$ cat src/rtl/lsport_pkg.sv
package lsport_pkg;
  localparam int unsigned LS_ADDR_W = 48;
  localparam int unsigned LS_DATA_W = 64;
  localparam int unsigned LS_DEPTH  = 32;

  typedef enum logic [2:0] {
    PH_IDLE,
    PH_ACK,
    PH_SDATA,
    PH_LDRET,
    PH_HOLD
  } ph_e;
endpackage

$ cat src/rtl/lsport_lane_gen.sv
module lsport_lane_gen #(
  parameter int unsigned BYTES = 8,
  localparam int unsigned OFF_W = $clog2(BYTES),
  localparam int unsigned LEN_W = OFF_W + 1
) (
  input  logic [OFF_W-1:0] off_i,
  input  logic [LEN_W-1:0] len_i,
  output logic [BYTES-1:0] len_be_o,
  output logic [BYTES-1:0] be_o,
  output logic             exc_o
);
  logic [BYTES-1:0]   base;
  logic               len_ok;
  logic [2*BYTES-1:0] wide;

  always_comb begin
    base   = '0;
    len_ok = 1'b0;
    for (int k = 1; k <= int'(BYTES); k = k * 2) begin
      if (int'(len_i) == k) begin
        base   = {BYTES{1'b1}} >> (int'(BYTES) - k);
        len_ok = 1'b1;
      end
    end
  end

  assign wide     = {{BYTES{1'b0}}, base} << off_i;
  assign len_be_o = base;
  assign be_o     = wide[BYTES-1:0];
  // spill into the next word or bad size
  assign exc_o    = !len_ok || (|wide[2*BYTES-1:BYTES]);
endmodule

$ cat src/rtl/lsport_mem.sv
module lsport_mem #(
  parameter int unsigned DATA_W = 64,
  parameter int unsigned DEPTH  = 32,
  localparam int unsigned BYTES = DATA_W / 8,
  localparam int unsigned IDX_W = $clog2(DEPTH)
) (
  input  logic              clk_i,
  input  logic              rst_ni,
  input  logic              we_i,
  input  logic [IDX_W-1:0]  idx_i,
  input  logic [BYTES-1:0]  be_i,
  input  logic [DATA_W-1:0] wdata_i,
  output logic [DATA_W-1:0] rdata_o
);
  logic [DATA_W-1:0] words [DEPTH];

  for (genvar w = 0; w < int'(DEPTH); w++) begin : g_word
    logic [DATA_W-1:0] word_q;
    logic              sel;
    assign sel = we_i && (idx_i == IDX_W'(w));

    always_ff @(posedge clk_i or negedge rst_ni) begin
      if (!rst_ni) begin
        word_q <= '0;
      end else if (sel) begin
        for (int b = 0; b < int'(BYTES); b++) begin
          if (be_i[b]) word_q[b*8 +: 8] <= wdata_i[b*8 +: 8];
        end
      end
    end

    assign words[w] = word_q;
  end

  assign rdata_o = words[idx_i];
endmodule

$ cat src/rtl/lsport_ctrl.sv
module lsport_ctrl
  import lsport_pkg::*;
(
  input  logic clk_i,
  input  logic rst_ni,
  input  logic ld_req_i,
  input  logic st_req_i,
  input  logic addr_vld_i,
  input  logic st_vld_i,
  input  logic acc_exc_i,
  output logic cap_o,
  output logic we_o,
  output logic ld_cap_o,
  output logic addr_ok_o,
  output logic ld_ok_o,
  output logic busy_o,
  output logic exc_o
);
  ph_e  ph_q, ph_d;
  logic is_st_q;

  always_comb begin
    ph_d     = ph_q;
    cap_o    = 1'b0;
    we_o     = 1'b0;
    ld_cap_o = 1'b0;
    unique case (ph_q)
      PH_IDLE: begin
        if (addr_vld_i && (ld_req_i || st_req_i)) begin
          cap_o = 1'b1;
          ph_d  = PH_ACK;
        end
      end
      PH_ACK: begin
        if (acc_exc_i) begin
          ph_d = addr_vld_i ? PH_HOLD : PH_IDLE;
        end else if (is_st_q) begin
          if (st_vld_i) begin
            we_o = 1'b1;
            ph_d = PH_HOLD;
          end else begin
            ph_d = PH_SDATA;
          end
        end else begin
          ld_cap_o = 1'b1;
          ph_d     = PH_LDRET;
        end
      end
      PH_SDATA: begin
        if (st_vld_i) begin
          we_o = 1'b1;
          ph_d = PH_HOLD;
        end
      end
      PH_LDRET: ph_d = addr_vld_i ? PH_HOLD : PH_IDLE;
      PH_HOLD:  if (!addr_vld_i) ph_d = PH_IDLE;
      default:  ph_d = PH_IDLE;
    endcase
  end

  always_ff @(posedge clk_i or negedge rst_ni) begin
    if (!rst_ni) begin
      ph_q    <= PH_IDLE;
      is_st_q <= 1'b0;
    end else begin
      ph_q <= ph_d;
      if (cap_o) is_st_q <= st_req_i;
    end
  end

  assign addr_ok_o = (ph_q == PH_ACK);
  assign exc_o     = (ph_q == PH_ACK) && acc_exc_i;
  assign ld_ok_o   = (ph_q == PH_LDRET);
  assign busy_o    = (ph_q != PH_IDLE);
endmodule

$ cat src/rtl/lsport_mem_adapter.sv
module lsport_mem_adapter
  import lsport_pkg::*;
#(
  parameter int unsigned ADDR_W = LS_ADDR_W,
  parameter int unsigned DATA_W = LS_DATA_W,
  parameter int unsigned DEPTH  = LS_DEPTH,
  localparam int unsigned BYTES = DATA_W / 8,
  localparam int unsigned OFF_W = $clog2(BYTES),
  localparam int unsigned IDX_W = $clog2(DEPTH),
  localparam int unsigned LEN_W = OFF_W + 1,
  localparam int unsigned LOW_W = OFF_W + IDX_W
) (
  input  logic              clk_i,
  input  logic              rst_ni,
  input  logic              ld_req_i,
  input  logic              st_req_i,
  input  logic [LEN_W-1:0]  len_i,
  input  logic              priv_i,
  input  logic [ADDR_W-1:0] addr_i,
  input  logic              addr_vld_i,
  output logic              addr_ok_o,
  input  logic [DATA_W-1:0] st_data_i,
  input  logic              st_vld_i,
  output logic [DATA_W-1:0] ld_data_o,
  output logic              ld_ok_o,
  output logic              busy_o,
  output logic              exc_o
);
  logic [LOW_W-1:0]  addr_q;
  logic [LEN_W-1:0]  len_q;
  logic [OFF_W-1:0]  off;
  logic [IDX_W-1:0]  idx;
  logic [BYTES-1:0]  len_be, be;
  logic              acc_exc;
  logic              cap, mem_we, ld_cap;
  logic [DATA_W-1:0] wdata, rdata, rd_shift, ld_next, ld_data_q;
  logic              unused_bits;

  // privilege and upper address bits have no effect
  assign unused_bits = ^{priv_i, addr_i[ADDR_W-1:LOW_W]};

  always_ff @(posedge clk_i or negedge rst_ni) begin
    if (!rst_ni) begin
      addr_q <= '0;
      len_q  <= '0;
    end else if (cap) begin
      addr_q <= addr_i[LOW_W-1:0];
      len_q  <= len_i;
    end
  end

  assign off = addr_q[OFF_W-1:0];
  assign idx = addr_q[OFF_W +: IDX_W];

  lsport_lane_gen #(.BYTES(BYTES)) u_lane (
    .off_i    (off),
    .len_i    (len_q),
    .len_be_o (len_be),
    .be_o     (be),
    .exc_o    (acc_exc)
  );

  lsport_ctrl u_ctrl (
    .clk_i      (clk_i),
    .rst_ni     (rst_ni),
    .ld_req_i   (ld_req_i),
    .st_req_i   (st_req_i),
    .addr_vld_i (addr_vld_i),
    .st_vld_i   (st_vld_i),
    .acc_exc_i  (acc_exc),
    .cap_o      (cap),
    .we_o       (mem_we),
    .ld_cap_o   (ld_cap),
    .addr_ok_o  (addr_ok_o),
    .ld_ok_o    (ld_ok_o),
    .busy_o     (busy_o),
    .exc_o      (exc_o)
  );

  assign wdata = st_data_i << {off, 3'b000};

  lsport_mem #(.DATA_W(DATA_W), .DEPTH(DEPTH)) u_mem (
    .clk_i   (clk_i),
    .rst_ni  (rst_ni),
    .we_i    (mem_we),
    .idx_i   (idx),
    .be_i    (be),
    .wdata_i (wdata),
    .rdata_o (rdata)
  );

  assign rd_shift = rdata >> {off, 3'b000};

  for (genvar b = 0; b < int'(BYTES); b++) begin : g_ld_lane
    assign ld_next[b*8 +: 8] = len_be[b] ? rd_shift[b*8 +: 8] : 8'h00;
  end

  always_ff @(posedge clk_i or negedge rst_ni) begin
    if (!rst_ni)     ld_data_q <= '0;
    else if (ld_cap) ld_data_q <= ld_next;
  end

  assign ld_data_o = ld_data_q;
endmodule

$ cat config.mk
export PLATFORM = sky130hd
export DESIGN_NAME = lsport_mem_adapter
export DESIGN_NICKNAME = d
export VERILOG_FILES = /design/src/rtl/lsport_pkg.sv /design/src/rtl/lsport_lane_gen.sv /design/src/rtl/lsport_mem.sv /design/src/rtl/lsport_ctrl.sv /design/src/rtl/lsport_mem_adapter.sv
export SDC_FILE = /design/constraint.sdc
export NUM_CORES = 2
export LEC_CHECK = 0
export CAP_MARGIN = 25
export CORE_ASPECT_RATIO = 1.25
export CORE_MARGIN = 2
export CORE_UTILIZATION = 30
export CTS_BUF_LIST = sky130_fd_sc_hd__clkbuf_16
export CTS_CLUSTER_SIZE = 16
export DETAILED_ROUTE_END_ITERATION = 16
export HOLD_SLACK_MARGIN = 0.1
export SLEW_MARGIN = 15
export SYNTH_ARGS = -nofsm -noshare
export SYNTH_HDL_FRONTEND = slang
export SYNTH_SLANG_ARGS = --single-unit
$ cat constraint.sdc
create_clock -name clk_i -period 3.25 [get_ports clk_i]
set_clock_uncertainty 0.2 [all_clocks]
set_input_delay 0.325 -clock clk_i [delete_from_list [all_inputs] [get_ports clk_i]]
set_output_delay 0.325 -clock clk_i [all_outputs]
set_load 0.05 [all_outputs]
==> results by group <==
Outcome
  • Outcome: complete, but fails checks
  • Failing checks: negative setup slack

Clocking
  • TritonCTS Sinks: 2128
  • CTS H-tree depth: 4
  • CTS tree: yes
  • Clk buf depth: 4
  • Clk slew on worst S/H paths: 0.07 ns
  • Clock root buffer: clkbuf_16
  • CTS Buf Count: 216
  • Clk_lat worst skew: 0.91 ns

Detailed routing
  • DRC viols: 0
  • Routed wire length: 398600 microns
  • Drt pass-1 iters: 6
  • Routed Antenna Nets: 0
  • Routed vias: 72360
  • Vias per cell: 5.502
  • DRT iter0 DRCs: 7021
  • Wire per inst: 30.31 microns

Synth
  • Syn avg cell area: 13.10 sq um
  • Synth area leaders: dfrtp_1 54%, mux2_2 18%, mux4_2 8.1%
  • Post-synth top flop: dfrtp_1
  • Synthesized area: 0.09877 sq mm
  • Yosys reg bits: 2128
  • Synth area leader: dfrtp_1
  • Number of flops mapped to enable cells by yosys: 0
  • Synthesized instance count: 7540
  • Asr flop ratio synth: 100.0%
  • Mapped Nets: 7663
  • Post-synth top area share: 53.91%
  • Synthesis Warnings: 0
  • Sequential fraction of the synthesis area: 53.91%
  • Synth unique cells: 80

Die
  • Die span in y: 645.5 microns
  • Core Area: 0.3278 sq mm
  • Full die area: 0.3339 sq mm
  • Die Span X: 517.2 microns
  • # rows: 235
  • Ports: 191
  • Initial Utilization: 30.13%

Global route
  • Initial antenna violation count: 19
  • Pin count of the biggest net entering global routing: 161
  • Vias in the first global route: 74400
  • Total track usage: 23.37%
  • First-pass GRT wire length: 562400 microns
  • Overflow after GRT: 0

Pwr
  • PD cells: 799.3 mW/mm^2
  • Leakage: 0.05930 uW
  • VDD IR max: 0.6293 mV

Finish
  • Final #Nets: 8710
  • Synthesis-to-layout area growth: 29.45%
  • Final Core Density: 39.00%
  • Non-Filler Instances: 13150
  • Commonest non-fill, non-tap cell in the layout: dfrtp_1
  • Layout cells sized above 1: 44.69%
  • Most frequent cells in the layout: 2117 x dfrtp_1, 1466 x mux2_2, 769 x buf_4

Timing
  • Final Hold Fails: 0
  • Final Cycle Share: 110.7%
  • Pins Over Slew Limit: 0
  • Setup violators final: 84
  • Min Hold Slack: 0.1326 ns
  • Slew HR: 28.99%
  • Slew @ Worst Pin: 1.065 ns
  • Unrepaired setup endpoints after global routing: true
  • Fmax: 277.9 MHz
  • Post-route worst setup slack: -0.3480 ns
  • Tmin final: 3.598 ns

Run
  • Max_cap viols: 0

Placed design
  • Gpl congestion: 0.9860
  • Hpwl dp: 285000 microns
  • Placed cell count: 12580
  • Dpl ws: -0.7121 ns
  • Input/output buffers: 149

Critical path
  • Worst Reg-to-Reg Cells: 10
  • WS Path Type: reg2reg
  • CP Max Fanout: 19
  • Critical Path AT: 4.18 ns
  • Worst Setup Start Kind: flip-flop
  • CP required: 3.83 ns
  • Crit. End Element: flip-flop

Hold path
  • HP Class: in2reg
  • Hold path depth: 4
==> cell type report <==
cell class | instances | area (sq um)
Antenna cell | 12 | 30.03
Multi-Input combinational cell | 4811 | 45690
Timing Repair Buffer | 1420 | 16510
Clock buffer | 216 | 5405
Tap cell | 4384 | 5485
Sequential cell | 2128 | 53280
Clock inverter | 171 | 1423
Inverter | 10 | 41.29
Fill cell | 30570 | 200000
==> sequential cells by signal, indices dropped and copies added, names as in the netlist <==
signal	count
u_mem.g_word.word_q	2048
addr_q	8
len_q	4
u_ctrl.is_st_q	1
u_ctrl.ph_q	3
ld_data_o	64
==> cell families (layout without fill, tap and decap cells) <==
kind of cell / after synthesis / after routing / synth area share, %
buf+inv: 601 / 1817 / 2.604
xor+xnor: 2 / 2 / 0.01774
simple gates: 1160 / 1160 / 5.203
mux: 2353 / 2353 / 30.36
compound gates: 1296 / 1296 / 7.902
flops: 2128 / 2128 / 53.91
other cells: 0 / 12 / 0
==> Yosys cell counts (21+ instances only) <==
cell,instances
nor2_1,227
o22ai_1,104
nor3_1,57
nand2_1,621
a21oi_1,412
o21ai_0,418
a22o_1,58
or2_2,22
mux2_2,1599
buf_4,43
o221ai_1,53
clkbuf_1,386
mux4_2,354
a22oi_1,67
nand4_1,29
buf_2,112
nor2_2,21
nand3_1,61
dfrtp_1,2128
mux2i_1,397
buf_1,48
==> where the power goes <==
group | internal (uW) | switching [uW] | leakage [uW] | total, uW
Sequential | 28100 | 1600 | 0.0296 | 29700
Clock | 13700 | 11100 | 0.00349 | 24900
Combinational | 17700 | 29900 | 0.0262 | 47600
Total | 59600 | 42600 | 0.0593 | 102000
==> worst paths after layout <==
kind / startpoint / end / slack (ns)
max reg2reg: addr_q[4]$_DFFE_PN0P_ / ld_data_o[7]$_DFFE_PN0P_ / -0.35
min reg2reg: u_mem.g_word[27].word_q[31]$_DFFE_PN0P_ / u_mem.g_word[27].word_q[31]$_DFFE_PN0P_ / 0.27
min in group asynchronous: rst_ni / u_mem.g_word[18].word_q[2]$_DFFE_PN0P_ / 0.53
min: st_vld_i / u_ctrl.ph_q[1]$_DFFE_PN0P_ / 0.13
max in group asynchronous: rst_ni / u_mem.g_word[30].word_q[55]$_DFFE_PN0P_ / 1.12
max: addr_q[4]$_DFFE_PN0P_ / ld_data_o[7]$_DFFE_PN0P_ / -0.35
==> critical path, cell delays in order, from the launching register on <==
cell	delay, ns
dfrtp_4	0.54
buf_6	0.22
buf_16	0.21
buf_12	0.22
mux4_2	0.52
a22o_1	0.19
a211o_1	0.37
and3_2	0.30
a2111oi_4	0.42
buf_4	0.21
o41ai_2	0.06
==> metrics by stage <==
stage	power [uW]	TNS, ns	instance area, sq um
after floorplan	47950	0	98770
after global placement	71380	-232.57	116000
after detailed placement	71870	-215.44	116000
after CTS	100100	-4.252	125900
after global routing	104600	-13.45	127800
final	102200	-5.340	127900
==> metal layers <==
metal | wire length, microns | global-route usage, %
met5 | 27 | 0
met4 | 33530 | 16.49
met3 | 28040 | 4.309
met2 | 183000 | 36.79
met1 | 154100 | 28.86
==> repair_timing <==
action                                   CTS  global route
setup buffers                             85            56
hold endpoints to repair                2142             0
cloned                                    13             4
hold buffers                              17             0
endpoints found under the setup margin  1303          1135
gates resized for setup                  371           350
pin swaps                                 42            63
Power figures use the tool's default switching activity.
